--- config.mk ---
export PLATFORM = sky130hd
export DESIGN_NAME = nvm_ctl_reg
export DESIGN_NICKNAME = d
export VERILOG_FILES = /design/src/rtl/nvm_ctl_pkg.sv /design/src/rtl/nvm_space_decode.sv /design/src/rtl/nvm_cycle_timer.sv /design/src/rtl/nvm_ctl_bits.sv /design/src/rtl/nvm_ctl_reg.sv
export SDC_FILE = /design/constraint.sdc
export NUM_CORES = 1
export LEC_CHECK = 0
export CAP_MARGIN = 20
export CORE_MARGIN = 1
export CORE_UTILIZATION = 45
export DETAILED_ROUTE_END_ITERATION = 10
export DONT_BUFFER_PORTS = 1
export GPL_ROUTABILITY_DRIVEN = 0
export SYNTH_ARGS = -nofsm -noshare
export SYNTH_HDL_FRONTEND = slang
export SYNTH_SLANG_ARGS = --single-unit
--- constraint.sdc ---
create_clock -name clk -period 2.1 [get_ports clk]
set_input_delay 0.105 -clock clk [delete_from_list [all_inputs] [get_ports clk]]
set_output_delay 0.105 -clock clk [all_outputs]
set_load 0.1 [all_outputs]
--- src/rtl/nvm_ctl_pkg.sv ---
package nvm_ctl_pkg;
  localparam int unsigned BIT_PRG   = 7;
  localparam int unsigned BIT_CFG   = 6;
  localparam int unsigned BIT_RSV   = 5;
  localparam int unsigned BIT_ERASE = 4;
  localparam int unsigned BIT_ERR   = 3;
  localparam int unsigned BIT_EN    = 2;
  localparam int unsigned BIT_GO    = 1;
  localparam int unsigned BIT_RD    = 0;

  typedef enum logic [1:0] {
    SPACE_DATA = 2'd0,
    SPACE_PROG = 2'd1,
    SPACE_CONF = 2'd2
  } space_e;

  typedef struct packed {
    logic prg;
    logic cfg;
    logic erase;
    logic err;
    logic en;
    logic go;
    logic rd;
  } ctl_fields_t;
endpackage

--- src/rtl/nvm_space_decode.sv ---
module nvm_space_decode
  import nvm_ctl_pkg::*;
(
  input  logic       prg,
  input  logic       cfg,
  output logic [1:0] space
);
  always_comb begin
    if (cfg)      space = SPACE_CONF;
    else if (prg) space = SPACE_PROG;
    else          space = SPACE_DATA;
  end
endmodule

--- src/rtl/nvm_cycle_timer.sv ---
module nvm_cycle_timer #(
  parameter int unsigned CYC_LEN = 1000
) (
  input  logic clk,
  input  logic por_n,
  input  logic clr,
  input  logic run,
  output logic first,
  output logic done
);
  localparam int unsigned CNT_W = (CYC_LEN > 2) ? $clog2(CYC_LEN) : 1;
  localparam logic [CNT_W-1:0] LAST = CNT_W'(CYC_LEN - 1);

  logic [CNT_W-1:0] cnt;

  assign first = run && (cnt == '0);
  assign done  = run && (cnt == LAST);

  always_ff @(posedge clk or negedge por_n) begin
    if (!por_n)            cnt <= '0;
    else if (clr || !run)  cnt <= '0;
    else if (done)         cnt <= '0;
    else                   cnt <= cnt + 1'b1;
  end

  // the count never runs past the programmed cycle length
  p_cnt_bound_r8: assert property (@(posedge clk) disable iff (!por_n)
    cnt <= LAST);

  // a finished cycle restarts the count
  p_cnt_wrap_r8: assert property (@(posedge clk) disable iff (!por_n)
    (done && !clr) |=> (cnt == '0));
endmodule

--- src/rtl/nvm_ctl_bits.sv ---
module nvm_ctl_bits
  import nvm_ctl_pkg::*;
(
  input  logic        clk,
  input  logic        por_n,
  input  logic        warm_rst,
  input  logic        reg_we,
  input  logic [7:0]  reg_wdata,
  input  logic        cyc_done,
  output ctl_fields_t f
);
  logic busy_now;
  logic prg_after;
  logic set_rd;
  logic set_go;

  assign busy_now  = f.go;
  assign prg_after = (reg_we && !busy_now) ? reg_wdata[BIT_PRG] : f.prg;
  assign set_rd    = reg_we && reg_wdata[BIT_RD] && !prg_after;
  assign set_go    = reg_we && reg_wdata[BIT_GO] && f.en;

  always_ff @(posedge clk or negedge por_n) begin
    if (!por_n) begin
      f <= '0;
    end else if (warm_rst) begin
      f.err <= f.err | f.go;
      f.go  <= 1'b0;
      f.rd  <= 1'b0;
      f.en  <= 1'b0;
    end else begin
      f.rd <= set_rd;
      if (reg_we) begin
        f.en  <= reg_wdata[BIT_EN];
        f.err <= reg_wdata[BIT_ERR];
        if (!busy_now) begin
          f.prg   <= reg_wdata[BIT_PRG];
          f.cfg   <= reg_wdata[BIT_CFG];
          f.erase <= reg_wdata[BIT_ERASE];
        end
      end
      if (set_go) f.go <= 1'b1;
      if (cyc_done) begin
        f.go <= 1'b0;
        if (f.erase) f.erase <= 1'b0;
      end
    end
  end

  // the read strobe lasts one cycle unless re-armed
  p_rd_pulse_r4: assert property (@(posedge clk) disable iff (!por_n)
    (f.rd && !(reg_we && reg_wdata[BIT_RD])) |=> !f.rd);

  // no cycle starts without a prior enable
  p_no_start_wo_en_r7: assert property (@(posedge clk) disable iff (!por_n)
    (!f.go && !f.en) |=> !f.go);

  // the error flag only rises from a software write or an aborted cycle
  p_err_source_r10: assert property (@(posedge clk) disable iff (!por_n)
    ($rose(f.err) && !$past(reg_we)) |-> $past(f.go && warm_rst));

  // selection bits are frozen through a running cycle
  p_sel_hold_r12: assert property (@(posedge clk) disable iff (!por_n)
    ($past(f.go) && f.go) |-> ($stable(f.prg) && $stable(f.cfg)));

  // an idle warm reset never raises the error flag
  p_idle_warm_r11: assert property (@(posedge clk) disable iff (!por_n)
    (warm_rst && !f.go && !f.err) |=> !f.err);
endmodule

--- src/rtl/nvm_ctl_reg.sv ---
module nvm_ctl_reg
  import nvm_ctl_pkg::*;
#(
  parameter int unsigned CYC_LEN = 1000
) (
  input  logic       clk,
  input  logic       por_n,
  input  logic       warm_rst,
  input  logic       reg_we,
  input  logic [7:0] reg_wdata,
  output logic [7:0] reg_rdata,
  output logic [1:0] mem_space,
  output logic       mem_rd_pulse,
  output logic       mem_op_start,
  output logic       mem_op_erase,
  output logic       busy
);
  ctl_fields_t f;
  logic        cyc_done;
  logic        cyc_first;

  initial begin
    if (CYC_LEN < 2) $error("CYC_LEN must be at least 2");
  end

  nvm_ctl_bits u_bits (
    .clk      (clk),
    .por_n    (por_n),
    .warm_rst (warm_rst),
    .reg_we   (reg_we),
    .reg_wdata(reg_wdata),
    .cyc_done (cyc_done),
    .f        (f)
  );

  nvm_cycle_timer #(.CYC_LEN(CYC_LEN)) u_timer (
    .clk  (clk),
    .por_n(por_n),
    .clr  (warm_rst),
    .run  (f.go),
    .first(cyc_first),
    .done (cyc_done)
  );

  nvm_space_decode u_dec (
    .prg  (f.prg),
    .cfg  (f.cfg),
    .space(mem_space)
  );

  always_comb begin
    reg_rdata            = '0;
    reg_rdata[BIT_PRG]   = f.prg;
    reg_rdata[BIT_CFG]   = f.cfg;
    reg_rdata[BIT_RSV]   = 1'b0;
    reg_rdata[BIT_ERASE] = f.erase;
    reg_rdata[BIT_ERR]   = f.err;
    reg_rdata[BIT_EN]    = f.en;
    reg_rdata[BIT_GO]    = f.go;
    reg_rdata[BIT_RD]    = f.rd;
  end

  assign busy         = f.go;
  assign mem_rd_pulse = f.rd;
  assign mem_op_start = cyc_first;
  assign mem_op_erase = f.erase && f.go;

  // the start marker appears only on the first busy cycle
  p_start_edge_r8: assert property (@(posedge clk) disable iff (!por_n)
    mem_op_start |-> (busy && !$past(busy)));

  // a configuration select always wins the decode
  p_cfg_wins_r2: assert property (@(posedge clk) disable iff (!por_n)
    reg_rdata[BIT_CFG] |-> (mem_space == SPACE_CONF));

  // a warm reset always drops busy on the next cycle
  p_warm_stop_r10: assert property (@(posedge clk) disable iff (!por_n)
    warm_rst |=> !busy);
endmodule

* After elaboration in Yosys (flattened, before gate mapping)
Cells that the tools add are included.
** Word-level totals
- Register bits after elaboration :: 17
- Input port bits :: 12
- Output and inout port bits :: 14
- Logic and storage cells :: 40
** Operators by class
- $add $sub $neg :: 1
- Eq/ne operators :: 1
- Multiplexer cells :: 12
- Bitwise logic cells :: 3
- Reduce and logical (&&, ||, !) cells :: 15
** Operators with widths (number)
- $mux W10 :: 2
- $add A10 B1 Y10 const B :: 1
- $eq A10 B10 Y1 const B :: 1
- $logic_not A10 Y1 :: 1
- $logic_and A1 B1 Y1 :: 8
- $mux W1 :: 7
- $mux W4 :: 1
- $mux W3 :: 1
- $reduce_and A3 Y1 :: 1
- $reduce_bool A3 Y1 :: 1
- $logic_not A1 Y1 :: 2
- $mux W2 :: 1
- $not A1 Y1 :: 2
- $reduce_bool A2 Y1 :: 1
- $logic_or A1 B1 Y1 :: 1
- $or A1 B1 Y1 :: 1

* Longest topological paths before layout
Gate-level depths: netlist of run 1.
- Depth in word-level cells :: 6
- Gate-level depth with buffers :: 5
- Depth with buffers taken out :: 5

* Modules after synthesis
A second synthesis of run 1 with hierarchy kept.
** Second synthesis, totals
- Cells, all modules :: 88
- Area total of the unflattened synthesis :: 928.4 um2
** By module, submodules not included
- nvm_cycle_timer :: times used 1, cells each 58, area an instance 559.3 um2, seq. area each 250.2 um2
- nvm_ctl_bits :: times used 1, cells each 23, area an instance 315.3 um2, seq. area each 175.2 um2
- nvm_ctl_reg :: times used 1, cells each 5, area an instance 32.5 um2, seq. area each 0.0 um2
- nvm_space_decode :: times used 1, cells each 2, area an instance 21.3 um2, seq. area each 0.0 um2

* Worst setup path after synthesis of run 1
Ideal clock, no wire load.
- Path type :: register to output
- Start :: register u_bits.busy_now (netlist name)
- End :: output port mem_op_start
- Data arrival time :: 4313 ps
- Required time :: 1995 ps
- Slack :: -2318 ps
- Stages on the path, launching flop included :: 4
- Path buffers :: 0
- Path through :: dfrtp_1 > nor3b_1 > nand2_1 > nor4_1
** On the way
- Longest elaborated chain between the ends :: 1
** Ends and longest elaborated chain
- $logic_and A1 B1 Y1 :: line nvm_cycle_timer.sv:16 : assign first = run && (cnt == '0);
- end, declared :: line nvm_ctl_reg.sv:14 : output logic mem_op_start,
Every way passes these cells.

* Final worst setup path of run 1
- Start :: register u_timer.cnt[0]
- End :: output port mem_op_start
** On the way
- Longest elaborated chain between the ends :: 2
** Ends and longest elaborated chain
- start, declared :: line nvm_cycle_timer.sv:14 : logic [CNT_W-1:0] cnt;
- start signal, assigned :: line nvm_cycle_timer.sv:23 : else cnt <= cnt + 1'b1;
- $logic_not A10 Y1 :: line nvm_cycle_timer.sv:16
- $logic_and A1 B1 Y1 :: line nvm_cycle_timer.sv:16
Every way passes these cells.

==> summary.md, run 1 <==
| Metric | Value |
|---|---|
| Max frequency | `512 MHz` |
| Nets@finish | `122` |
| Startpoint types | `register` |
| Drc violations | `0` |
| Tcrit/Tclk final | `93.1%` |
| Placed Area | `1010 um2` |
| Setup_tns | `0 ps` |
| Final WS setup | `146 ps` |
| Critical-path cell list | `inv_1 -> ha_1 -> nor4b_1 -> nand2_1 -> nor4_4 -> buf_12` |
| Largest net degree at the start of global routing | `18` |
| Starting Density | `50.2%` |
| Slew Limit Fails | `0` |
| CTS Buffer Depth | `2` |
| Synthesized-area fraction occupied by adder cells | `2.74%` |
| Arr. time, crit path | `1850 ps` |
| Synth Register Bits | `17` |
| CP Class | `reg -> out` |
| Slew margin rel. | `48.0%` |
| Initial antenna violation count | `0` |
| Ports | `26` |
| Post-synth EDFFs | `0` |
| Post-synthesis compound-gate area fraction | `5.07%` |
| Hold Fails Final Rpt | `0` |
| VDD IR max | `0.000568 V` |
| Post-synthesis xor/xnor area fraction | `4.79%` |
| Starting DRT DRC Count | `16` |
| Commonest non-fill, non-tap cells in the layout | `14 x dfrtp_1, 11 x nor2_1, 9 x buf_4` |
| WL per Instance | `12.5 um` |
| Total grt overflow | `0` |
| Most common cell after layout, fill and taps aside | `dfrtp_1` |
| Vias per cell | `5.21` |
| Root Buffer | `clkbuf_4` |
| Number of global-route vias before repair | `597` |
| Worst Hold Class | `in -> reg` |
| Die Wd | `47.1 um` |
| Asr flop ratio synth | `100%` |
| CTS Buf Count | `3` |
| First-pass GRT wire length | `2680 um` |
| RSZ-0062 raised after global routing | `false` |
| Total GRT Usage | `17.6%` |
| Area contributors post-synth | `dfrtp_1 47%, buf_4 4.9%, nor2_1 4.5%, mux2i_1 4.4%, xnor2_1 2.9%` |
| Crit end category | `output port` |
| CTS H-tree depth | `1` |
| Seq/Total Area, Yosys | `46.6%` |
| Hold Worst Slack | `10.5 ps` |
| Share of layout cells above drive strength 1 | `23.4%` |
| Area Growth Syn to Fin | `21.2%` |
| Core ar. | `1820 um2` |
| DP Worst Slack | `497 ps` |
| Skew final | `0.586 ps` |
| Largest area contributor in the netlist | `dfrtp_1` |
| Port buffer count | `0` |
| Area occupied by registers | `432 um2` |
| Final wirelength | `1650 um` |
| DRT Pass-1 Iters | `4` |
| Post-synthesis mux area share | `6.85%` |
| PD cells | `706 nW/um2` |
| ANT nets after route | `0` |
| CTS resizes | `0` |
| Post-synthesis average cell area | `9.82 um2` |
| Synth Cell Area | `913 um2` |
| Yosys warns | `0` |
| Routed via count | `688` |
| Syn_nets | `107` |
| Area of the multi-input gates | `438 um2` |
| Setup violations, final | `0` |
| Worst-path clk slew | `90 ps` |
| Clk Latency, worst-skew pair | `290 ps` |
| Final instance area | `1110 um2` |
| Total power | `0.782 mW` |
| Distinct cells, synth | `29` |
| CP peak stage delay | `440 ps` |
| Ys flop type | `dfrtp_1` |
| Critical-path top delay cell | `dfrtp_1` |
| DP HPWL | `1160 um` |
| CP required | `2000 ps` |
| Die height | `47.1 um` |
| Die area | `2210 um2` |
| TritonCTS clock tree | `yes` |
| Tmin final | `1950 ps` |
| Post-synth top area share | `46.6%` |
| Crit path max fanout | `5` |
| Largest family of logic cells by synthesized area | `simple AND/OR/NAND/NOR gates` |
| Clock sink total | `17` |
| Filler cell count | `139` |
| Synth Area in Simple Gates | `24.9%` |
| Antenna Cells | `0` |
| Post-CTS Setup Inserts | `0` |
| Rows | `15` |
| Worst slew pin tran | `778 ps` |
| Post-synthesis cell count | `93` |
| Leak Pwr | `0.444 nW` |
| Max-Cap Viols | `0` |
| Run status | `complete, no violations` |
cell families (layout without fill, tap and decap cells):
kind of cell,Yosys count,count (layout)
multiplexers,6,6
flip-flops,17,17
buffers and inverters,13,27
AO/OA/AOI/OAI,8,8
AND/OR/NAND/NOR,41,41
XOR/XNOR,5,5
other,1,1
adder cells (fa/ha/maj),2,2
registers in the layout, indices dropped and copies added (netlist names):
| register | flops |
|---|---|
| u_timer.cnt | 10 |
| u_bits.f | 6 |
| u_bits.busy_now | 1 |
path summary, 6_finish.rpt:
path	start	depth (start not counted)	endpoint	slack [ps]
setup / recovery	u_timer.cnt[0]$_DFF_PN0_	6	mem_op_start	150
hold / removal	reg_wdata[4]	2	u_bits.f[4]$_DFFE_PN0N_	10
setup reg to reg	u_timer.cnt[0]$_DFF_PN0_	5	u_timer.cnt[3]$_DFF_PN0_	470
hold reg to reg	u_timer.cnt[0]$_DFF_PN0_	1	u_timer.cnt[0]$_DFF_PN0_	530
max in group asynchronous	por_n	1	u_bits.busy_now$_DFFE_PN0P_	1210
min in group asynchronous	por_n	1	u_timer.cnt[4]$_DFF_PN0_	330
layout make-up:
cell class / count / share of cell area (%)
clock buffers: 4 / 2.37
inverters: 6 / 2.03
multi-input cells: 63 / 39.5
flip-flops and latches: 17 / 39.0
well taps: 25 / 2.82
repair buffers: 17 / 14.2
metrics by stage:
step | instances | util (%)
3_5_place_dp | 121 | 55.5
3_3_place_gp | 121 | 55.5
2_1_floorplan | 93 | -
4_1_cts | 132 | 60.8
5_1_grt | 132 | 60.8
6_report | 132 | 60.8
synth_stat cells, drive strengths merged, types with 2 or more instances:
master,count
a21oi,4
xor2,2
dfrtp,17
mux2i,4
nor3b,2
nor3,3
nand3,6
nand4,2
inv,6
nor4,2
xnor2,3
buf,7
ha,2
or2,2
nand2,6
nor2,11
mux2,2
a31oi,3
routing by layer:
| layer | part of all wire, % | up-vias | GRT usage (%) | wire length, um |
|---|---|---|---|---|
| met5 | 0 | - | 0 | 0 |
| met4 | 2.4 | 0 | 10.3 | 40 |
| met3 | 4.9 | 5 | 3.08 | 80 |
| li1 | - | 340 | - | - |
| met1 | 50 | 312 | 24.5 | 817 |
| met2 | 43 | 31 | 25.8 | 706 |
worst max-delay path, delay by kind of cell, from the launching register on:
kind,cells,cell delay [ps]
simple gates,3,690
flops,1,440
buf+inv,2,290
fa+ha+maj,1,130
power by group:
part | total [mW] | internal, mW | leakage [nW] | switching (mW)
registers | 0.351 | 0.342 | 0.222 | 0.00913
logic | 0.256 | 0.0511 | 0.207 | 0.205
clock network | 0.175 | 0.0739 | 0.0150 | 0.101
total | 0.782 | 0.467 | 0.444 | 0.315
what timing repair did:
| action | 4_1_cts | 5_1_grt |
|---|---|---|
| hold endpoints to repair | 22 | 0 |
| setup endpoints to repair | 0 | 0 |
| hold buffers | 7 | 0 |
No activity file was read; power rests on OpenSTA's default activity.
==> run 2, diff against run 1 <==
--- a/config.mk
+++ b/config.mk
@@ -6,6 +6,7 @@
 export NUM_CORES = 1
 export LEC_CHECK = 0
 export CAP_MARGIN = 20
+export CORE_ASPECT_RATIO = 0.9
 export CORE_MARGIN = 1
 export CORE_UTILIZATION = 45
 export DETAILED_ROUTE_END_ITERATION = 10
==> summary.md, run 2 (same netlist as run 1, synthesis figures left out) <==
| Metric | Value |
|---|---|
| WL per Instance | `13.3 um (+6.5%)` |
| Reg2Reg Depth | `5 (unchanged)` |
| Share of layout cells above drive strength 1 | `24.1% (+0.71 points)` |
| Run status | `complete, no violations` |
| Max-Cap Viols | `0 (unchanged)` |
| Die area | `2210 um2 (about the same)` |
| CTS Buf Count | `3 (unchanged)` |
| Most common cell after layout, fill and taps aside | `dfrtp_1` |
| TritonCTS clock tree | `yes` |
| Placed cell count | `121 (unchanged)` |
| Critical-path cell list | `inv_1 -> ha_1 -> nor4b_1 -> nand2_1 -> nor4_4 -> buf_12` |
| Drc violations | `0 (unchanged)` |
| Top Usage Layer GRT | `met2` |
| Met2 Track Usage GR | `29.3% (+3.5 points)` |
| CTS Buffer Depth | `2 (unchanged)` |
| Commonest non-fill, non-tap cells in the layout | `14 x dfrtp_1, 11 x nor2_1, 8 x dlygate4sd3_1, 8 x buf_4` |
| Crit path max fanout | `5 (unchanged)` |
| Area Growth Syn to Fin | `24.1%` |
| Vias per cell | `5.10 (-2.2%)` |
| Hold path cells | `2 (unchanged)` |
| DRT Pass-1 Iters | `3 (-1)` |
| Starting DRT DRC Count | `10 (-6)` |
| Clk Latency, worst-skew pair | `300 ps (about the same)` |
| VDD IR max | `0.000585 V (+2.9%)` |
| Initial antenna violation count | `0 (unchanged)` |
| Total grt overflow | `0 (unchanged)` |
| Skew final | `10.0 ps (+9.43 ps)` |
| CP peak stage delay | `440 ps (about the same)` |
| Largest net degree at the start of global routing | `18 (unchanged)` |
| Final wirelength | `1770 um (+7.3%)` |
| Non-Filler Instances | `133 (+0.76%)` |
| Crit end category | `output port` |
| Filler cell count | `192 (+38%)` |
| CP required | `2000 ps (about the same)` |
| Setup_tns | `0 ps (unchanged)` |
| Met3 Track Usage GR | `5.39% (+2.3 points)` |
| Ports | `26 (unchanged)` |
| Total GRT Usage | `19.5% (+1.9 points)` |
| Die height | `44.7 um (-4.9%)` |
| Startpoint types | `register` |
| CTS resizes | `0 (unchanged)` |
| Routing usage on met1 | `27.4% (+3.0 points)` |
| RSZ-0062 raised after global routing | `false` |
| Die Wd | `49.5 um (+5.2%)` |
| CTS H-tree depth | `1 (unchanged)` |
| Final Util | `59.2% (-1.6 points)` |
| PD cells | `703 nW/um2 (-0.41%)` |
| Nets@finish | `123 (+0.82%)` |
| Root Buffer | `clkbuf_4` |
| Antenna Cells | `0 (unchanged)` |
| Area of the multi-input gates | `438 um2 (unchanged)` |
| Starting Density | `47.7% (-2.5 points)` |
| Area occupied by registers | `432 um2 (unchanged)` |
| Slew margin rel. | `49.3% (+1.3 points)` |
| Hold Worst Slack | `13.2 ps (+2.70 ps)` |
| Number of global-route vias before repair | `684 (+15%)` |
| First-pass GRT wire length | `3130 um (+17%)` |
| Top delay family on crit path | `simple AND/OR/NAND/NOR gates` |
| Slew Limit Fails | `0 (unchanged)` |
| Largest register FFs | `10 (unchanged)` |
| Tmin final | `1930 ps (-25.0 ps)` |
| Worst Path Buf+Inv | `2 (unchanged)` |
| Tcrit/Tclk final | `91.9% (-1.2 points)` |
| Arr. time, crit path | `1820 ps (-30 ps)` |
| ANT nets after route | `0 (unchanged)` |
| Setup violations, final | `0 (unchanged)` |
| Worst-path clk slew | `110 ps (+20 ps)` |
| Hold Fails Final Rpt | `0 (unchanged)` |
| Max frequency | `518 MHz (+1.3%)` |
| Leak Pwr | `0.450 nW (+1.4%)` |
| Port buffer count | `0 (unchanged)` |
| CP Class | `reg -> out` |
| Worst Hold Class | `in -> reg` |
| Largest Register | `u_timer.cnt` |
| Critical-path top delay cell | `dfrtp_1` |
| Worst slew pin tran | `758 ps (-19.9 ps)` |
| Core ar. | `1910 um2 (+5.2%)` |
| Levels on crit path | `6 (unchanged)` |
| Rows | `15 (unchanged)` |
| Routed via count | `678 (-1.5%)` |
| Clock sink total | `17 (unchanged)` |
| DP HPWL | `1210 um (+4.2%)` |
-- run 2: power breakdown --
part	total, mW	internal [mW]	leakage (nW)	switching (mW)
clock network	0.186	0.0727	0.0139	0.113
registers	0.356	0.342	0.222	0.0137
logic	0.256	0.0537	0.214	0.202
-- run 2: stage by stage --
step / area, um2 / setup WS, ps / power, mW
floorplan: 943 / -72.9 / 0.576
global placement: 1020 / 511 / 0.599
detailed placement: 1020 / 471 / 0.600
CTS: 1130 / 145 / 0.804
global route: 1130 / 19.8 / 0.830
finish: 1130 / 171 / 0.797
-- run 2: timing repair --
item | CTS | global route
endpoints found under the hold margin | 23 | 0
buffers inserted | 0 | 0
hold buffers | 8 | 0
-- run 2: layout make-up --
type / instances / share of cell area, %
Timing Repair Buffer: 18 / 15.9
Tap cell: 25 / 2.76
Multi-Input combinational cell: 63 / 38.6
Inverter: 6 / 1.99
Sequential cell: 17 / 38.1
Clock buffer: 3 / 1.99
Clock inverter: 1 / 0.662
-- run 2: final timing paths --
| kind | end | slack [ps] | from |
|---|---|---|---|
| hold / removal | u_bits.f[3]$_DFFE_PN0P_ | 10 | warm_rst |
| setup reg to reg | u_timer.cnt[5]$_DFF_PN0_ | 440 | u_timer.cnt[0]$_DFF_PN0_ |
| hold reg to reg | u_timer.cnt[0]$_DFF_PN0_ | 540 | u_timer.cnt[0]$_DFF_PN0_ |
| max in group asynchronous | u_bits.busy_now$_DFFE_PN0P_ | 1250 | por_n |
| min in group asynchronous | u_bits.f[4]$_DFFE_PN0N_ | 300 | por_n |
| setup / recovery | mem_op_start | 170 | u_timer.cnt[0]$_DFF_PN0_ |
-- run 2: routing by layer --
layer / part of all wire [%] / routed length, um / vias up
met4: 1.4 / 25 / 0
met3: 3.7 / 65 / 4
met2: 42 / 748 / 13
met5: 0 / 0 / -
li1: - / - / 342
met1: 52 / 926 / 319
